$ cat config.mk
export PLATFORM = sky130hd
export DESIGN_NAME = trap_sequencer
export DESIGN_NICKNAME = d
export VERILOG_FILES = /design/src/rtl/trap_pkg.sv /design/src/rtl/trap_epc_sel.sv /design/src/rtl/trap_target.sv /design/src/rtl/trap_sequencer.sv
export SDC_FILE = /design/constraint.sdc
export NUM_CORES = 1
export LEC_CHECK = 0
export BUFFER_PORTS_ARGS = -buffer_cell sky130_fd_sc_hd__buf_2
export CORE_MARGIN = 3
export CORE_UTILIZATION = 42
export DETAILED_ROUTE_END_ITERATION = 7
export SLEW_MARGIN = 20
export SYNTH_ARGS = -nofsm -noshare
export SYNTH_HDL_FRONTEND = slang
export SYNTH_SLANG_ARGS = --single-unit
export TNS_END_PERCENT = 30
$ cat constraint.sdc
create_clock -name clk -period 6 [get_ports clk]
set_input_delay 1.5 -clock clk [delete_from_list [all_inputs] [get_ports clk]]
set_output_delay 1.5 -clock clk [all_outputs]
set_load 0.01 [all_outputs]
$ cat src/rtl/trap_pkg.sv
package trap_pkg;
  typedef enum logic [2:0] {
    K_POST  = 3'd0,
    K_INTR  = 3'd1,
    K_PCALL = 3'd2,
    K_FAULT = 3'd3,
    K_ARITH = 3'd4,
    K_ERET  = 3'd5
  } trap_kind_e;
endpackage

$ cat src/rtl/trap_epc_sel.sv
module trap_epc_sel #(
  parameter int AW = 32
) (
  input  logic [2:0]    kind,
  input  logic [AW-1:0] cur_pc,
  output logic          load,
  output logic [AW-1:0] value
);
  import trap_pkg::*;
  localparam logic [AW-1:0] STEP = AW'(4);
  localparam logic [AW-1:0] B1   = AW'(2);

  logic [AW-1:0] raw;

  always_comb begin
    load = 1'b0;
    raw  = cur_pc;
    case (trap_kind_e'(kind))
      K_POST, K_PCALL: begin load = 1'b1; raw = cur_pc + STEP; end
      K_FAULT:         begin load = 1'b1; raw = cur_pc; end
      K_INTR:          begin load = ~cur_pc[0]; raw = cur_pc; end
      default:         begin load = 1'b0; raw = cur_pc; end
    endcase
    value = raw & ~B1;
  end
endmodule

$ cat src/rtl/trap_target.sv
module trap_target #(
  parameter int AW = 32,
  parameter int VW = 16,
  parameter logic [VW-1:0] RESET_VEC = '0
) (
  input  logic [AW-1:0] base,
  input  logic [VW-1:0] vec,
  output logic [AW-1:0] entry_pc,
  output logic [AW-1:0] boot_pc
);
  localparam int PAD = AW - VW;
  localparam logic [AW-1:0] PRIV = AW'(1);

  assign entry_pc = (base + {{PAD{1'b0}}, vec}) | PRIV;
  assign boot_pc  = (base + {{PAD{1'b0}}, RESET_VEC}) | PRIV;
endmodule

$ cat src/rtl/trap_sequencer.sv
module trap_sequencer #(
  parameter int AW = 32,
  parameter int VW = 16,
  parameter logic [AW-1:0] RESET_BASE = 32'h0001_0000,
  parameter logic [VW-1:0] RESET_VEC  = 16'h0100
) (
  input  logic          clk,
  input  logic          rst_n,
  input  logic          req_valid,
  output logic          req_ready,
  input  logic [2:0]    req_kind,
  input  logic [AW-1:0] cur_pc,
  input  logic [VW-1:0] vec_off,
  input  logic          base_wr_en,
  input  logic [AW-1:0] base_wr_data,
  output logic          redir_valid,
  output logic [AW-1:0] new_pc,
  output logic [AW-1:0] next_pc,
  output logic          priv_mode,
  output logic          intr_rearm,
  output logic          illegal_op,
  output logic          unsupported,
  output logic [AW-1:0] exc_addr
);
  import trap_pkg::*;
  localparam logic [AW-1:0] STEP = AW'(4);
  localparam logic [AW-1:0] B1   = AW'(2);

  logic          boot_q;
  logic [AW-1:0] base_q;
  logic          fire;
  logic          epc_load;
  logic [AW-1:0] epc_val, entry_pc, boot_pc;

  assign req_ready = ~boot_q;
  assign fire      = req_valid & req_ready;

  trap_epc_sel #(.AW(AW)) u_epc (
    .kind(req_kind), .cur_pc(cur_pc), .load(epc_load), .value(epc_val)
  );

  trap_target #(.AW(AW), .VW(VW), .RESET_VEC(RESET_VEC)) u_tgt (
    .base(base_q), .vec(vec_off), .entry_pc(entry_pc), .boot_pc(boot_pc)
  );

  always_ff @(posedge clk) begin
    if (!rst_n) begin
      boot_q      <= 1'b1;
      base_q      <= RESET_BASE;
      redir_valid <= 1'b0;
      new_pc      <= '0;
      next_pc     <= '0;
      priv_mode   <= 1'b0;
      intr_rearm  <= 1'b0;
      illegal_op  <= 1'b0;
      unsupported <= 1'b0;
      exc_addr    <= '0;
    end else begin
      boot_q      <= 1'b0;
      redir_valid <= 1'b0;
      intr_rearm  <= 1'b0;
      illegal_op  <= 1'b0;
      unsupported <= 1'b0;
      if (base_wr_en) base_q <= base_wr_data;
      if (boot_q) begin
        redir_valid <= 1'b1;
        new_pc      <= boot_pc;
        next_pc     <= boot_pc + STEP;
        priv_mode   <= 1'b1;
      end else if (fire) begin
        case (trap_kind_e'(req_kind))
          K_POST, K_INTR, K_PCALL, K_FAULT: begin
            redir_valid <= 1'b1;
            new_pc      <= entry_pc;
            next_pc     <= entry_pc + STEP;
            priv_mode   <= 1'b1;
            if (epc_load) exc_addr <= epc_val;
          end
          K_ERET: begin
            if (cur_pc[0]) begin
              redir_valid <= 1'b1;
              intr_rearm  <= 1'b1;
              new_pc      <= cur_pc;
              next_pc     <= exc_addr;
              priv_mode   <= exc_addr[0];
            end else begin
              illegal_op  <= 1'b1;
            end
          end
          default: unsupported <= 1'b1;
        endcase
      end
    end
  end


  boot_redirect_chk: assert property (@(posedge clk) disable iff (!rst_n)
    !req_ready |=> redir_valid && priv_mode && next_pc == new_pc + STEP);


  entry_shape_chk: assert property (@(posedge clk) disable iff (!rst_n)
    fire && req_kind < 3'd4 |=> redir_valid && new_pc[0] && next_pc == new_pc + STEP);


  fault_save_chk: assert property (@(posedge clk) disable iff (!rst_n)
    fire && req_kind == 3'd3 |=> exc_addr == ($past(cur_pc) & ~B1));


  intr_keep_chk: assert property (@(posedge clk) disable iff (!rst_n)
    fire && req_kind == 3'd1 && cur_pc[0] |=> $stable(exc_addr));


  eret_target_chk: assert property (@(posedge clk) disable iff (!rst_n)
    fire && req_kind == 3'd5 && cur_pc[0] |=> next_pc == $past(exc_addr) && intr_rearm);


  eret_illegal_chk: assert property (@(posedge clk) disable iff (!rst_n)
    fire && req_kind == 3'd5 && !cur_pc[0] |=> illegal_op && !redir_valid);


  unsupp_chk: assert property (@(posedge clk) disable iff (!rst_n)
    fire && (req_kind == 3'd4 || req_kind > 3'd5) |=> unsupported && !redir_valid && $stable(exc_addr));


  pulse_excl_chk: assert property (@(posedge clk) disable iff (!rst_n)
    $countones({redir_valid, illegal_op, unsupported}) <= 1);
endmodule

After elaboration in Yosys (flattened, before gate mapping)
Index checks and enable logic that the tools add are counted.
Storage, ports and cells
  register bits after elaboration: 133
Operators by class
  add/sub/neg operators: 5
  eq/ne operators: 5
  muxes and demuxes: 21
  bitwise operators: 6
  reduce and logical (&&, ||, !) cells: 11
Operator list (number)
  $mux 32: 7
  $pmux 32 s2: 2
  $add 32x3->32 const B: 3
  $add 32x16->32: 1
  $add 32x9->32 const B: 1
  $mux 1: 9
  $reduce_or 4->1: 2
  $eq 3x2->1 const B: 2
  $pmux 1 s2: 3
  $reduce_or 3->1: 2
  $not 1->1: 5
  $reduce_or 5->1: 1
  $reduce_and 4->1: 1
  $eq 3x1->1 const B: 1
  $eq 3x3->1 const B: 1
  $logic_not 3->1: 1
  $ne 3x3->1 const B: 1
  $reduce_and 3->1: 1
  $reduce_bool 3->1: 1
  $reduce_bool 2->1: 1
  $reduce_or 2->1: 1
  $and 1x1->1: 1

Longest topological paths before layout
  depth after elaboration: 5
  gate-level depth with buffers: 13
  mapped depth without buffers: 12

By module
Synthesis repeated with hierarchy kept, for this count alone.
Second synthesis, totals
  cell total of the unflattened synthesis: 1203
  area total of the unflattened synthesis: 9078.7 µm²
By module, submodules not included
  trap_sequencer: times used 1, cells an instance 884, area an instance 6820.3 µm², seq. area each 2682.6 µm²
  trap_target: times used 1, cells an instance 227, area an instance 1589.0 µm², seq. area each 0.0 µm²
  trap_epc_sel: times used 1, cells an instance 92, area an instance 669.4 µm², seq. area each 0.0 µm²

Least setup slack after synthesis
OpenSTA, ideal clock, no wires.
  kind: input-to-reg
  from: input vec_off[0]
  to: register next_pc[20]
  library setup time: 129 ps
  data arrival time: 4627 ps
  required time: 5871 ps
  slack: 1245 ps
  cell stages on the path: 12
  cell sequence: and2_1 fa_1 a21o_1 a221oi_2 o21ai_0 xor2_1 nor3b_1 nand4_1 or4_1 xor2_1 a2111oi_2 a21oi_1
Between the ends
  word-level cells in the longest chain between the ends: 5
Ends and longest elaborated chain
  start, declared: RTL line trap_sequencer.sv:13  | input logic [VW-1:0] vec_off,
  $add 32x16->32: RTL line trap_target.sv:14  | assign entry_pc = (base + {{PAD{1'b0}}, vec}) | PRIV;
  $add 32x3->32: RTL line trap_sequencer.sv:75  | next_pc <= entry_pc + STEP;
  $pmux 32 s2: RTL line trap_sequencer.sv:71  | case (trap_kind_e'(req_kind))
  $mux 32: RTL line trap_sequencer.sv:70  | end else if (fire) begin
  $mux 32: RTL line trap_sequencer.sv:65  | if (boot_q) begin
  end signal, assigned: RTL line trap_sequencer.sv:68  | next_pc <= boot_pc + STEP;
  end signal, assigned: RTL line trap_sequencer.sv:75
  end signal, assigned: RTL line trap_sequencer.sv:84  | next_pc <= exc_addr;
  end, declared: RTL line trap_sequencer.sv:18  | output logic [AW-1:0] next_pc,
No other way between the ends. The select of a mux whose other input is x is not followed.
A chain may end at the register's enable or synchronous reset.

Worst setup path in the final report
Same ends and word-level chain as after synthesis.

==> flow_summary.ini <==
[detailed_routing]
ant_nets = 0
postRouteWirelength_mm = 31.8
first_pass_iters = 4
total_number_of_vias = 9386
detail_route.drc_violations = 0
detail_route.vias_per_cell = 5.79
dr.first_iter.drc_count = 722
wire_per_inst_um = 19.6

[logic_synthesis]
synthFlopType = dfxtp_1
netlist_top_cells_area = dfxtp_1, nor2_1, a211oi_1
synth_cells = 1211
synth-edff-count = 0
syn-cell-area_mm2 = 0.00920
avg_inst_size_synth_um2 = 7.59
seq_total_area_yosys = 0.287
synth.ff_latch_count = 132
yosysTopAreaCell = dfxtp_1
yosys_warnings = 0
post_synth_net_total = 1319
yosys.cell_types.count = 77
async_flop_share = 0
synthDominantCellAreaShare = 0.287

[clocking]
numCtsBuffers = 17
cts_max_path_buffers = 2
ctsResizeCount = 0
cts_hold_fix_bufs = 0
cts_max_level = 4
root_buffer = clkbuf_16
clkLatencyLatePin_ns = 0.42
clock_edge_transition_at_the_registers_on_the_reported_setup_and_hold_paths_ns = 0.07
cts_tree = yes
clock-sinks = 132
post_cts_buffers = 0

[global_route]
grt_pass1_vias = 8663
grt_antenna_before_repair = 0
overflow = 0
global_route.usage.total = 0.261
grt_start_max_net_pins = 98
first_pass_grt_wire_length_mm = 49.7

[timing]
unrepaired_setup_endpoints_after_global_routing = false
max_freq_mhz = 200
slew_violations = 0
setup_total_negative_slack_ns = 0
setup_viol = 0
hold_viol_final = 0
hold_ws_ns = 0.457
max_slew_headroom_at_the_worst_pin = 0.296
post-route-period-util = 0.833
period_needed_ns = 5.00
finClkSkew_ns = 0.00732
worst_tran_pin_value_ns = 1.06

[floorplanning]
floorplan.initialDensity = 0.432
design.core.area_mm2 = 0.0213
die_area_mm2 = 0.0237
top_level_ports = 189
dieWidth_um = 154
die_height_um = 154
rows = 53

[placement]
gp_congestion = 0.956
dpl-instance-area_mm2 = 0.0102
numPortBuffers = 187
dp.final_hpwl_mm = 24.0

[power]
power.density_mw_per_mm2 = 253
power.share.sequential = 0.363
max-vdd-ir-drop_v = 0.000189
power.share.switching = 0.308
switching_power_uw = 845
leakage_uw = 0.00431
clock_power_share = 0.432
post-layout-total-power_uw = 2740
pwr-share-comb = 0.204
power.internal_uw = 1900

[run]
drv.max_cap_violation_count = 0

[critical_path]
cp_max_fo = 7
worst-endpoint-arrival_ns = 5.29
crit_path_end_kind = flop
startpoint_type = primary input
timing.setup.critical_path_class = in -> reg
required_ns = 6.29

[layout]
filler_cell_count = 2163
seqCellArea_mm2 = 0.00264
area_growth_syn_to_layout_pct = 17.8
final_net_count = 1441
multi_input_area_mm2 = 0.00611
antenna_cells_inserted = 0
layout-drive-gt1-share = 0.189
fin_area_mm2 = 0.0108

[min_path]
min_path_type = reg -> reg

[status]
outcome = finished, final reports clean
flip-flops by register name, indices dropped and copies added, names as in the netlist:
name and flops:
unsupported 1, base_q 32, intr_rearm 1, priv_mode 1, illegal_op 1, boot_q 1, next_pc 31, exc_addr 31
redir_valid 1, new_pc 32
logic make-up after synthesis:
logic type,after synthesis,synth area share
flip-flops,132,0.287
buffers and inverters,110,0.0488
multiplexers,34,0.0376
adder cells (fa/ha/maj),21,0.0294
AND/OR/NAND/NOR,485,0.252
XOR/XNOR,121,0.115
other,1,0.000408
AO/OA/AOI/OAI,307,0.230
critical path, stage by stage:
cell and delay (ns):
buf_2 0.11, and2_1 0.16, fa_1 0.40, a21o_1 0.20
a221oi_2 0.39, o21ai_0 0.18, xor2_1 0.28, nor3b_1 0.62
nand4_1 0.34, or4_1 0.49, xor2_1 0.16, a2111oi_2 0.39
a21oi_1 0.07
metrics by stage:
step / utilization / cells / setup slack, ns
2_1_floorplan: - / 1211 / 1.24
3_3_place_gp: 0.478 / 1589 / 0.799
3_5_place_dp: 0.478 / 1589 / 0.595
4_1_cts: 0.509 / 1620 / 1.03
5_1_grt: 0.509 / 1620 / 0.646
6_report: 0.509 / 1620 / 1.00
power groups by stage:
stage	clock [µW]	combinational, µW	sequential (µW)
floorplan	0	368	1000
global placement	0	548	1010
detailed placement	0	552	1010
CTS	1200	554	996
global route	1250	619	1000
finish	1190	561	997
cell type report:
cell class              instances  area share
clock buffers                  18      0.0406
flip-flops and latches        132       0.244
repair buffers                197      0.0934
multi-input cells             969       0.564
inverters                      16     0.00566
well taps                     275      0.0318
clock inverters                13      0.0203
cells in the mapped netlist, types with 20 or more instances:
library cell	number
a211oi_1	84
a21oi_1	70
and3_1	20
clkbuf_1	64
dfxtp_1	132
ha_1	20
mux2i_1	33
nand2_1	123
nand3_1	40
nand4_1	22
nor2_1	174
nor3_1	24
o21ai_0	46
xnor2_1	68
xor2_1	53
layer usage:
metal	global-route usage	wire, µm	vias to the layer above
met1	0.401	15400	4377
met2	0.373	13300	372
li1	-	-	4616
met5	0	0	-
met4	0.0479	339	0
met3	0.0616	2710	21
cell usage in the layout (no fill, tap or decap), types with 24 or more instances in the layout:
cell type  netlist  routed
xor2_1          53      53
buf_2           16     187
nor2_1         174     174
nand3_1         40      40
xnor2_1         68      68
nor3_1          24      24
o21ai_0         46      46
a21oi_1         70      70
dfxtp_1        132     131
mux2i_1         33      33
a211oi_1        84      84
nand2_1        123     121
worst paths after layout:
| kind | from | to | slack (ns) | cells after the start |
|---|---|---|---|---|
| worst max-delay path | vec_off[0] | next_pc[20] | 1.00 | 13 |
| worst min-delay path | next_pc[1] | next_pc[1] | 0.46 | 2 |
| worst max register to register | base_q[4] | next_pc[20] | 1.69 | 11 |
| worst min register to register | next_pc[1] | next_pc[1] | 0.46 | 2 |
Power figures use the tool's default switching activity.
